File: src/rtl/tri_acc_alu_pkg.sv
package tri_acc_alu_pkg;
  localparam int FORM_W = 2;
  localparam int FN_W   = 4;

  typedef enum logic [FN_W-1:0] {
    FN_OR   = 4'd0,
    FN_AND  = 4'd1,
    FN_ADD  = 4'd2,
    FN_MUL  = 4'd3,
    FN_ORN  = 4'd4,
    FN_SHL  = 4'd5,
    FN_LT   = 4'd6,
    FN_EQ   = 4'd7,
    FN_GE   = 4'd8,
    FN_ANDN = 4'd9,
    FN_XOR  = 4'd10,
    FN_SUB  = 4'd11,
    FN_SAR  = 4'd12,
    FN_SHR  = 4'd13,
    FN_PACK = 4'd14,
    FN_TBIT = 4'd15
  } fn_e;

  typedef enum logic [FORM_W-1:0] {
    FORM_IMM_P0 = 2'd0,
    FORM_IMM_P1 = 2'd1,
    FORM_IMM_P2 = 2'd2,
    FORM_WIDE   = 2'd3
  } form_e;
endpackage

File: src/rtl/tri_acc_alu_slots.sv
module tri_acc_alu_slots
  import tri_acc_alu_pkg::*;
#(
  parameter int DATA_W  = 32,
  parameter int SMALL_W = 12,
  parameter int MED_W   = 20
) (
  input  form_e              form_i,
  input  logic [DATA_W-1:0]  x_i,
  input  logic [DATA_W-1:0]  y_i,
  input  logic [MED_W-1:0]   imm_i,
  output logic [DATA_W-1:0]  p2_o,
  output logic [DATA_W-1:0]  p1_o,
  output logic [DATA_W-1:0]  p0_o
);
  logic [DATA_W-1:0] imm_small, imm_med;

  assign imm_small = {{(DATA_W-SMALL_W){imm_i[SMALL_W-1]}}, imm_i[SMALL_W-1:0]};
  assign imm_med   = {{(DATA_W-MED_W){imm_i[MED_W-1]}}, imm_i};

  always_comb begin
    unique case (form_i)
      FORM_IMM_P0: begin p2_o = x_i;       p1_o = y_i;       p0_o = imm_small; end
      FORM_IMM_P1: begin p2_o = x_i;       p1_o = imm_small; p0_o = y_i;       end
      FORM_IMM_P2: begin p2_o = imm_small; p1_o = x_i;       p0_o = y_i;       end
      default:     begin p2_o = '0;        p1_o = x_i;       p0_o = imm_med;   end
    endcase
  end
endmodule

File: src/rtl/tri_acc_alu_shift.sv
module tri_acc_alu_shift #(
  parameter int DATA_W = 32
) (
  input  logic [DATA_W-1:0] val_i,
  input  logic [DATA_W-1:0] amt_i,
  input  logic              left_i,
  input  logic              arith_i,
  output logic [DATA_W-1:0] res_o
);
  localparam int SH_W = $clog2(DATA_W);

  logic [DATA_W-1:0]         pre, post;
  logic [SH_W:0][DATA_W-1:0] stg;
  logic                      fill, oob;

  // left shifts reuse the right-shift network on bit-reversed data
  always_comb begin
    for (int i = 0; i < DATA_W; i++)
      pre[i] = left_i ? val_i[DATA_W-1-i] : val_i[i];
  end

  assign fill   = arith_i & ~left_i & val_i[DATA_W-1];
  assign stg[0] = pre;

  for (genvar k = 0; k < SH_W; k++) begin : g_stage
    localparam int S = 1 << k;
    assign stg[k+1] = amt_i[k] ? {{S{fill}}, stg[k][DATA_W-1:S]} : stg[k];
  end

  always_comb begin
    for (int i = 0; i < DATA_W; i++)
      post[i] = left_i ? stg[SH_W][DATA_W-1-i] : stg[SH_W][i];
  end

  // amounts >= DATA_W saturate to a full fill
  assign oob   = |amt_i[DATA_W-1:SH_W];
  assign res_o = oob ? {DATA_W{fill}} : post;
endmodule

File: src/rtl/tri_acc_alu_func.sv
module tri_acc_alu_func
  import tri_acc_alu_pkg::*;
#(
  parameter int DATA_W = 32,
  parameter int PACK_W = 12
) (
  input  fn_e               fn_i,
  input  logic [DATA_W-1:0] a_i,
  input  logic [DATA_W-1:0] b_i,
  output logic [DATA_W-1:0] f_o
);
  localparam int SH_W = $clog2(DATA_W);

  logic [DATA_W-1:0] sh_res, pack_res;
  logic              bit_hit;

  tri_acc_alu_shift #(.DATA_W(DATA_W)) u_shift (
    .val_i   (a_i),
    .amt_i   (b_i),
    .left_i  (fn_i == FN_SHL),
    .arith_i (fn_i == FN_SAR),
    .res_o   (sh_res)
  );

  assign bit_hit  = ~|b_i[DATA_W-1:SH_W] & a_i[b_i[SH_W-1:0]];
  assign pack_res = {a_i[DATA_W-PACK_W-1:0], b_i[PACK_W-1:0]};

  always_comb begin
    unique case (fn_i)
      FN_OR:   f_o = a_i | b_i;
      FN_AND:  f_o = a_i & b_i;
      FN_ADD:  f_o = a_i + b_i;
      FN_MUL:  f_o = a_i * b_i;
      FN_ORN:  f_o = a_i | ~b_i;
      FN_ANDN: f_o = a_i & ~b_i;
      FN_XOR:  f_o = a_i ^ b_i;
      FN_SUB:  f_o = a_i - b_i;
      FN_LT:   f_o = {DATA_W{$signed(a_i) <  $signed(b_i)}};
      FN_EQ:   f_o = {DATA_W{a_i == b_i}};
      FN_GE:   f_o = {DATA_W{$signed(a_i) >= $signed(b_i)}};
      FN_SHL, FN_SHR, FN_SAR: f_o = sh_res;
      FN_PACK: f_o = pack_res;
      default: f_o = {DATA_W{bit_hit}};
    endcase
  end
endmodule

File: src/rtl/tri_acc_alu.sv
module tri_acc_alu
  import tri_acc_alu_pkg::*;
#(
  parameter int DATA_W    = 32,
  parameter int SMALL_W   = 12,
  parameter int MED_W     = 20,
  parameter int PACK_W    = 12
) (
  input  logic              clk_i,
  input  logic              rst_ni,
  input  logic [1:0]        form_i,
  input  logic [3:0]        fn_i,
  input  logic [DATA_W-1:0] x_i,
  input  logic [DATA_W-1:0] y_i,
  input  logic [MED_W-1:0]  imm_i,
  output logic [DATA_W-1:0] result_o
);
  logic [DATA_W-1:0] p2, p1, p0, fval, sum;

  tri_acc_alu_slots #(
    .DATA_W(DATA_W), .SMALL_W(SMALL_W), .MED_W(MED_W)
  ) u_slots (
    .form_i (form_e'(form_i)),
    .x_i    (x_i),
    .y_i    (y_i),
    .imm_i  (imm_i),
    .p2_o   (p2),
    .p1_o   (p1),
    .p0_o   (p0)
  );

  tri_acc_alu_func #(
    .DATA_W(DATA_W), .PACK_W(PACK_W)
  ) u_func (
    .fn_i (fn_e'(fn_i)),
    .a_i  (p2),
    .b_i  (p1),
    .f_o  (fval)
  );

  assign sum = fval + p0;

  always_ff @(posedge clk_i or negedge rst_ni) begin
    if (!rst_ni) result_o <= '0;
    else         result_o <= sum;
  end
endmodule

File: config.mk
export PLATFORM = sky130hd
export DESIGN_NAME = tri_acc_alu
export DESIGN_NICKNAME = d
export VERILOG_FILES = /design/src/rtl/tri_acc_alu_pkg.sv /design/src/rtl/tri_acc_alu_slots.sv /design/src/rtl/tri_acc_alu_shift.sv /design/src/rtl/tri_acc_alu_func.sv /design/src/rtl/tri_acc_alu.sv
export SDC_FILE = /design/constraint.sdc
export NUM_CORES = 2
export LEC_CHECK = 0
export BUFFER_PORTS_ARGS = -buffer_cell sky130_fd_sc_hd__buf_2
export CAP_MARGIN = 15
export CORE_MARGIN = 2
export CORE_UTILIZATION = 40
export CTS_BUF_LIST = sky130_fd_sc_hd__clkbuf_4 sky130_fd_sc_hd__clkbuf_8
export DETAILED_ROUTE_END_ITERATION = 8
export HOLD_SLACK_MARGIN = 0.03
export SYNTH_ARGS = -nofsm -noshare
export SYNTH_HDL_FRONTEND = slang
export SYNTH_SLANG_ARGS = --single-unit
File: constraint.sdc
create_clock -name clk_i -period 0.8 [get_ports clk_i]
set_input_delay 0.04 -clock clk_i [delete_from_list [all_inputs] [get_ports clk_i]]
set_output_delay 0.04 -clock clk_i [all_outputs]
set_load 0.05 [all_outputs]
# Yosys cells after proc, flatten, opt, wreduce, memory -nomap -nowiden
# Cells that the tools add are included.
dict set report word_totals {
  mem_bits_ro 0
  latch_bits 0
  input_bits 92
  mem_bits_rw 0
  register_bits 32
  mem_count 0
  elab_cells 118
  output_inout_bits 32
}
dict set report op_classes {
  div 0
  n_shift 0
  n_eq_ne 17
  magnitude_cmp 3
  multipliers 1
  add_sub_neg 3
  bitwise_logic 10
  n_mux 76
  reduce_logical 7
}
# operator count
set ops {}
lappend ops {{$pmux 32 s13} 1}
lappend ops {{$mux 32} 6}
lappend ops {{$pmux 32 s2} 3}
lappend ops {{$mux 1} 65}
lappend ops {{$add 32x32->32} 2}
lappend ops {{$and 32x32->32} 2}
lappend ops {{$or 32x32->32} 2}
lappend ops {{$eq 32x32->1} 1}
lappend ops {{$ge 32x32->1} 1}
lappend ops {{$lt 32x32->1} 1}
lappend ops {{$mul 32x32->32} 1}
lappend ops {{$not 32->32} 1}
lappend ops {{$sub 32x32->32} 1}
lappend ops {{$xor 32x32->32} 1}
lappend ops {{$eq 4x4->1 const B} 7}
lappend ops {{$reduce_or 27->1} 1}
lappend ops {{$eq 4x3->1 const B} 4}
lappend ops {{$eq 4x2->1 const B} 2}
lappend ops {{$lt 5x6->1 const B} 1}
lappend ops {{$bmux 1 s5} 1}
lappend ops {{$eq 4x1->1 const B} 1}
lappend ops {{$logic_not 4->1} 1}
lappend ops {{$reduce_or 2->1} 2}
lappend ops {{$and 1x1->1} 3}
lappend ops {{6 further kinds} 6}

# Logic depth before layout (Yosys ltp)
dict set report depth {
  ltp_word 13
  mapped_depth 52
  mapped_depth_nobuf 41
}

# Modules after synthesis
# A second synthesis with hierarchy kept.
dict set report unflattened {
  hier_cells 3640
  hier_area_um2 28992.8
}
# module seq_area_each_um2 cells_per_inst area_per_inst_um2 n_inst
set modules_own_cells {}
lappend modules_own_cells {tri_acc_alu_func 0.0 2671 21528.1 1}
lappend modules_own_cells {tri_acc_alu_shift 0.0 492 3688.5 1}
lappend modules_own_cells {tri_acc_alu 800.8 253 2402.3 1}
lappend modules_own_cells {tri_acc_alu_slots 0.0 224 1373.8 1}

# Least setup slack after synthesis
# Ideal clock, no wire load.
dict set report synth_path {
  path_type {input to register}
  start {in form_i[1]}
  end {reg result_o[31]}
  path_stages 46
  path_buffers 10
  arrival_ns 10.450
  slack_ns -9.784
  path_cell_list {clkbuf_1 > inv_1 > ha_1 > buf_6 > buf_6 > buf_6 > a22o_1 > a21o_1 > buf_2 > inv_1 > buf_2 > buf_2 > buf_2 > buf_1 > clkbuf_1 > nor2_1 > fa_1 > inv_1 > [... 10 more ...] > ha_1 > nand3_1 > or3_1 > o21ai_0 > xnor2_1 > a21oi_1 > a41oi_1 > ha_1 > a21o_1 > a21o_1 > a21o_1 > nand2_1 > o2111ai_1 > nand2_1 > nor3b_1 > or3_1 > a21oi_1 > xnor3_1}
}
dict set report synth_between {
  elab_chain_len 13
  word_cells_on_any_way 98
}
# item line_no
set synth_lines {}
lappend synth_lines {{start, declared} tri_acc_alu.sv:11} ;# input logic [1:0] form_i,
lappend synth_lines {{branches (longest 12 deep; another with $mul 32x32->32)} n/a}
lappend synth_lines {{$add 32x32->32 (*)} tri_acc_alu.sv:41} ;# assign sum = fval + p0;
lappend synth_lines {{named net sum[31]} tri_acc_alu.sv:18} ;# logic [DATA_W-1:0] p2, p1, p0, fval, sum;
lappend synth_lines {{end signal, assigned} tri_acc_alu.sv:45} ;# else result_o <= sum;
lappend synth_lines {{end, declared} tri_acc_alu.sv:16} ;# output logic [DATA_W-1:0] result_o
# Mark *: on every way through the listed nets, which the timed path passes. The select of a mux whose other input is x is not followed.

# Worst setup path after layout
# Same ends and word-level chain as after synthesis.

==> run_results.csv <==
group,metric,value,unit
clocking,path_clk_slew,0.08,ns
clocking,cts-root-buf,"clkbuf_8",
global_route,grt_pass1_wl,201000,µm
synthesis,synth_ff_type,"dfrtp_1",
detailed_routing,firstDrtPassIters,8,
final_layout,drive_gt1_share,35.4,%
place,io_buffers,123,
synthesis,synth_area_leader_cell,"fa_1",
critical_path,crit_arrival,8.92,ns
synthesis,syn_inst,3538,
synthesis,synth-warning-count,0,
critical_path,slowest_stage,"fa_1",
critical_path,crit_buf_inv,10,
timing,finalSetupViolations,64,
detailed_routing,dr_total_vias,31137,
critical_path,cp-start-kind,"input port",
critical_path,required,0.99,ns
critical_path,crit_start,"form_i[1]",
synthesis,ys_seq_area_share,2.89,%
synthesis,synth_edf_count,0,
floorplan,initial_core_util,40.4,%
floorplan,fp.dieW,267,µm
critical_path,critPathMostFrequentCell,"fa_1",
run_status,status,"finished, violations left",
min_path,min_path_type,"in2async",
power_and_ir_drop,ir_drop,0.00463,V
timing,max_slew.worst_pin.slew,0.863,ns
global_route,grt_overflow,0,
synthesis,yosysTopAreaCellShare,29.7,%
timing,max_freq,0.115,GHz
power_and_ir_drop,p_leak,19.1,nW
clocking,clock-sinks,32,
detailed_routing,wl,139000,µm
timing,period_needed,8.73,ns
place,gp_congestion,1.05,
floorplan,core,0.0686,mm²
detailed_routing,drc,0,
detailed_routing,vias_per_cell,5.79,
critical_path,critical_path_class,"in2reg",
final_layout,largest_reg_flops,32,
synthesis,ys_ff_latch,32,
timing,drv_slew,0,
synthesis,ys_types,89,
final_layout,top_regs,"result_o (32)",
critical_path,cp_max_fo,7,
detailed_routing,drt_iter0_markers,3700,
clocking,clk_path_buf_depth,2,
timing,fin_ws,-7.93,ns
synthesis,avgSynthCellArea,7.84,µm²
global_route,antenna_found_initial,6,
place,place_ws,-8.62,ns
power_and_ir_drop,power_density,3590,mW/mm²
power_and_ir_drop,p_total,141,mW
clocking,h-tree-depth,2,
critical_path,endpoint,"result_o[31]",
final_layout,area_growth,41.7,%
global_route,first_global_vias,30504,
timing,hold_violations,0,
place,dp_hpwl,114000,µm
synthesis,synth_area,0.0277,mm²
detailed_routing,routedWlPerCell,25.7,µm
synthesis,yosysMostFrequentCell,"inv_1",
final_layout,regMostFlops,"result_o",
timing,min_period_over_period,1090,%
timing,relSlewSlack,42.0,%
flow_run,drv_cap,0,
detailed_routing,ant_nets,0,
timing,rsz0062_at_grt,"yes",
critical_path,cp_top_family,"adder cells",
floorplan,ioPinCount,124,
run_status,violations,"setup timing",
final_layout,final_nets,5172,
synthesis,synthArstFlopShare,100,%
synthesis,synth_area_leaders,"fa_1, ha_1, inv_1, nor2_1, nand2_1",
floorplan,die_height,267,µm
timing,fin_tns_setup,-209.79,ns
floorplan,design.die.area,0.0715,mm²
global_route,grt_use_total,38.4,%
clocking,cts_buffers,5,
synthesis,synth_fp_nets,4262,
global_route,grt_max_degree,43,
critical_path,end_kind,"register",
critical_path,worst-path-stages,41,
clocking,cts_tree,"done",
critical_path,critPathMaxStageDelay,0.56,ns
floorplan,fp-row-count,96,
synthesis,synth_common_cells,"inv_1, nor2_1, fa_1",
## layout by cell type, fill, tap and decap left out, types with 13 or more instances in the layout
master / Yosys / layout
buf_6: 9 / 94
o22ai_1: 31 / 27
fa_2: 0 / 21
mux4_2: 16 / 16
xnor2_1: 143 / 132
o21ai_0: 140 / 116
inv_2: 15 / 35
mux2i_1: 78 / 78
a211oi_1: 49 / 42
dfrtp_1: 32 / 32
nand2b_1: 53 / 50
mux2_2: 34 / 33
a21o_1: 65 / 50
nor2b_1: 26 / 23
nor2_1: 414 / 389
nand2_1: 354 / 343
ha_1: 221 / 162
ha_4: 0 / 52
o21bai_1: 25 / 24
a221oi_2: 12 / 17
fa_1: 411 / 390
buf_4: 10 / 917
a21oi_1: 214 / 177
and2_1: 15 / 13
a22o_1: 26 / 26
a211o_1: 14 / 14
a31oi_1: 42 / 28
buf_2: 44 / 89
xor2_1: 19 / 17
nor3_1: 35 / 28
nor2_2: 1 / 17
nand3_1: 40 / 35
buf_12: 0 / 32
o211ai_1: 19 / 19
a221o_1: 15 / 14
inv_1: 494 / 462
a21oi_2: 4 / 35
## per-stage QoR
stage	instances	utilization (%)	cell area, µm²	hold WS, ns
finish	5382	57.3	39300	0.154
global route	5380	57.3	39300	0.167
CTS	5363	55.8	38200	0.161
detailed placement	5302	53.0	36400	-0.0434
global placement	5302	53.0	36400	-0.0468
floorplan	3538	-	28300	-0.256
## logic make-up after synthesis
family                   after synthesis  share of synthesized area [%]
flip-flops                            32                           2.89
AO/OA/AOI/OAI                        809                           19.8
XOR/XNOR                             169                           5.68
AND/OR/NAND/NOR                     1007                           15.6
adder cells (fa/ha/maj)              632                           39.6
multiplexers                         129                           5.53
buffers and inverters                760                           10.9
## power breakdown
part / leakage (nW) / internal (mW) / total, mW / switching (mW)
clock network: 0.0510 / 0.688 / 1.43 / 0.747
registers: 0.373 / 2.49 / 2.89 / 0.403
logic: 18.6 / 64.9 / 137 / 71.9
total: 19.1 / 68.1 / 141 / 73.1
## per-layer routing
| metal | track usage [%] | up-vias | routed length [µm] |
|---|---|---|---|
| met5 | 0 | - | 53 |
| met4 | 21.7 | 8 | 9960 |
| li1 | - | 13570 | - |
| met2 | 57.1 | 1790 | 58900 |
| met1 | 52.1 | 15314 | 55000 |
| met3 | 7.59 | 455 | 14600 |
## final cells by class
class / count / area, µm²
Sequential cell: 32 / 801
Clock buffer: 6 / 82.6
Clock inverter: 2 / 10.0
Antenna cell: 2 / 5.00
Multi-Input combinational cell: 2746 / 26000
Fill cell: 6256 / 29300
Inverter: 519 / 2010
Timing Repair Buffer: 1144 / 9220
Tap cell: 931 / 1160
## worst min-delay path by stage
stage                start      endpoint
floorplan           rst_ni   result_o[0]
global placement    rst_ni  result_o[12]
finish              rst_ni  result_o[12]
CTS                 rst_ni  result_o[12]
global route        rst_ni  result_o[12]
detailed placement  rst_ni  result_o[12]
## repair_timing
item	in CTS	in global routing
resized for setup	317	195
hold buffers	1	0
pin swaps	134	133
setup buffers	56	24
gates cloned	1	0
endpoints found under the setup margin	64	64
hold endpoints to repair	32	0
No activity file was read; power rests on OpenSTA's default activity.
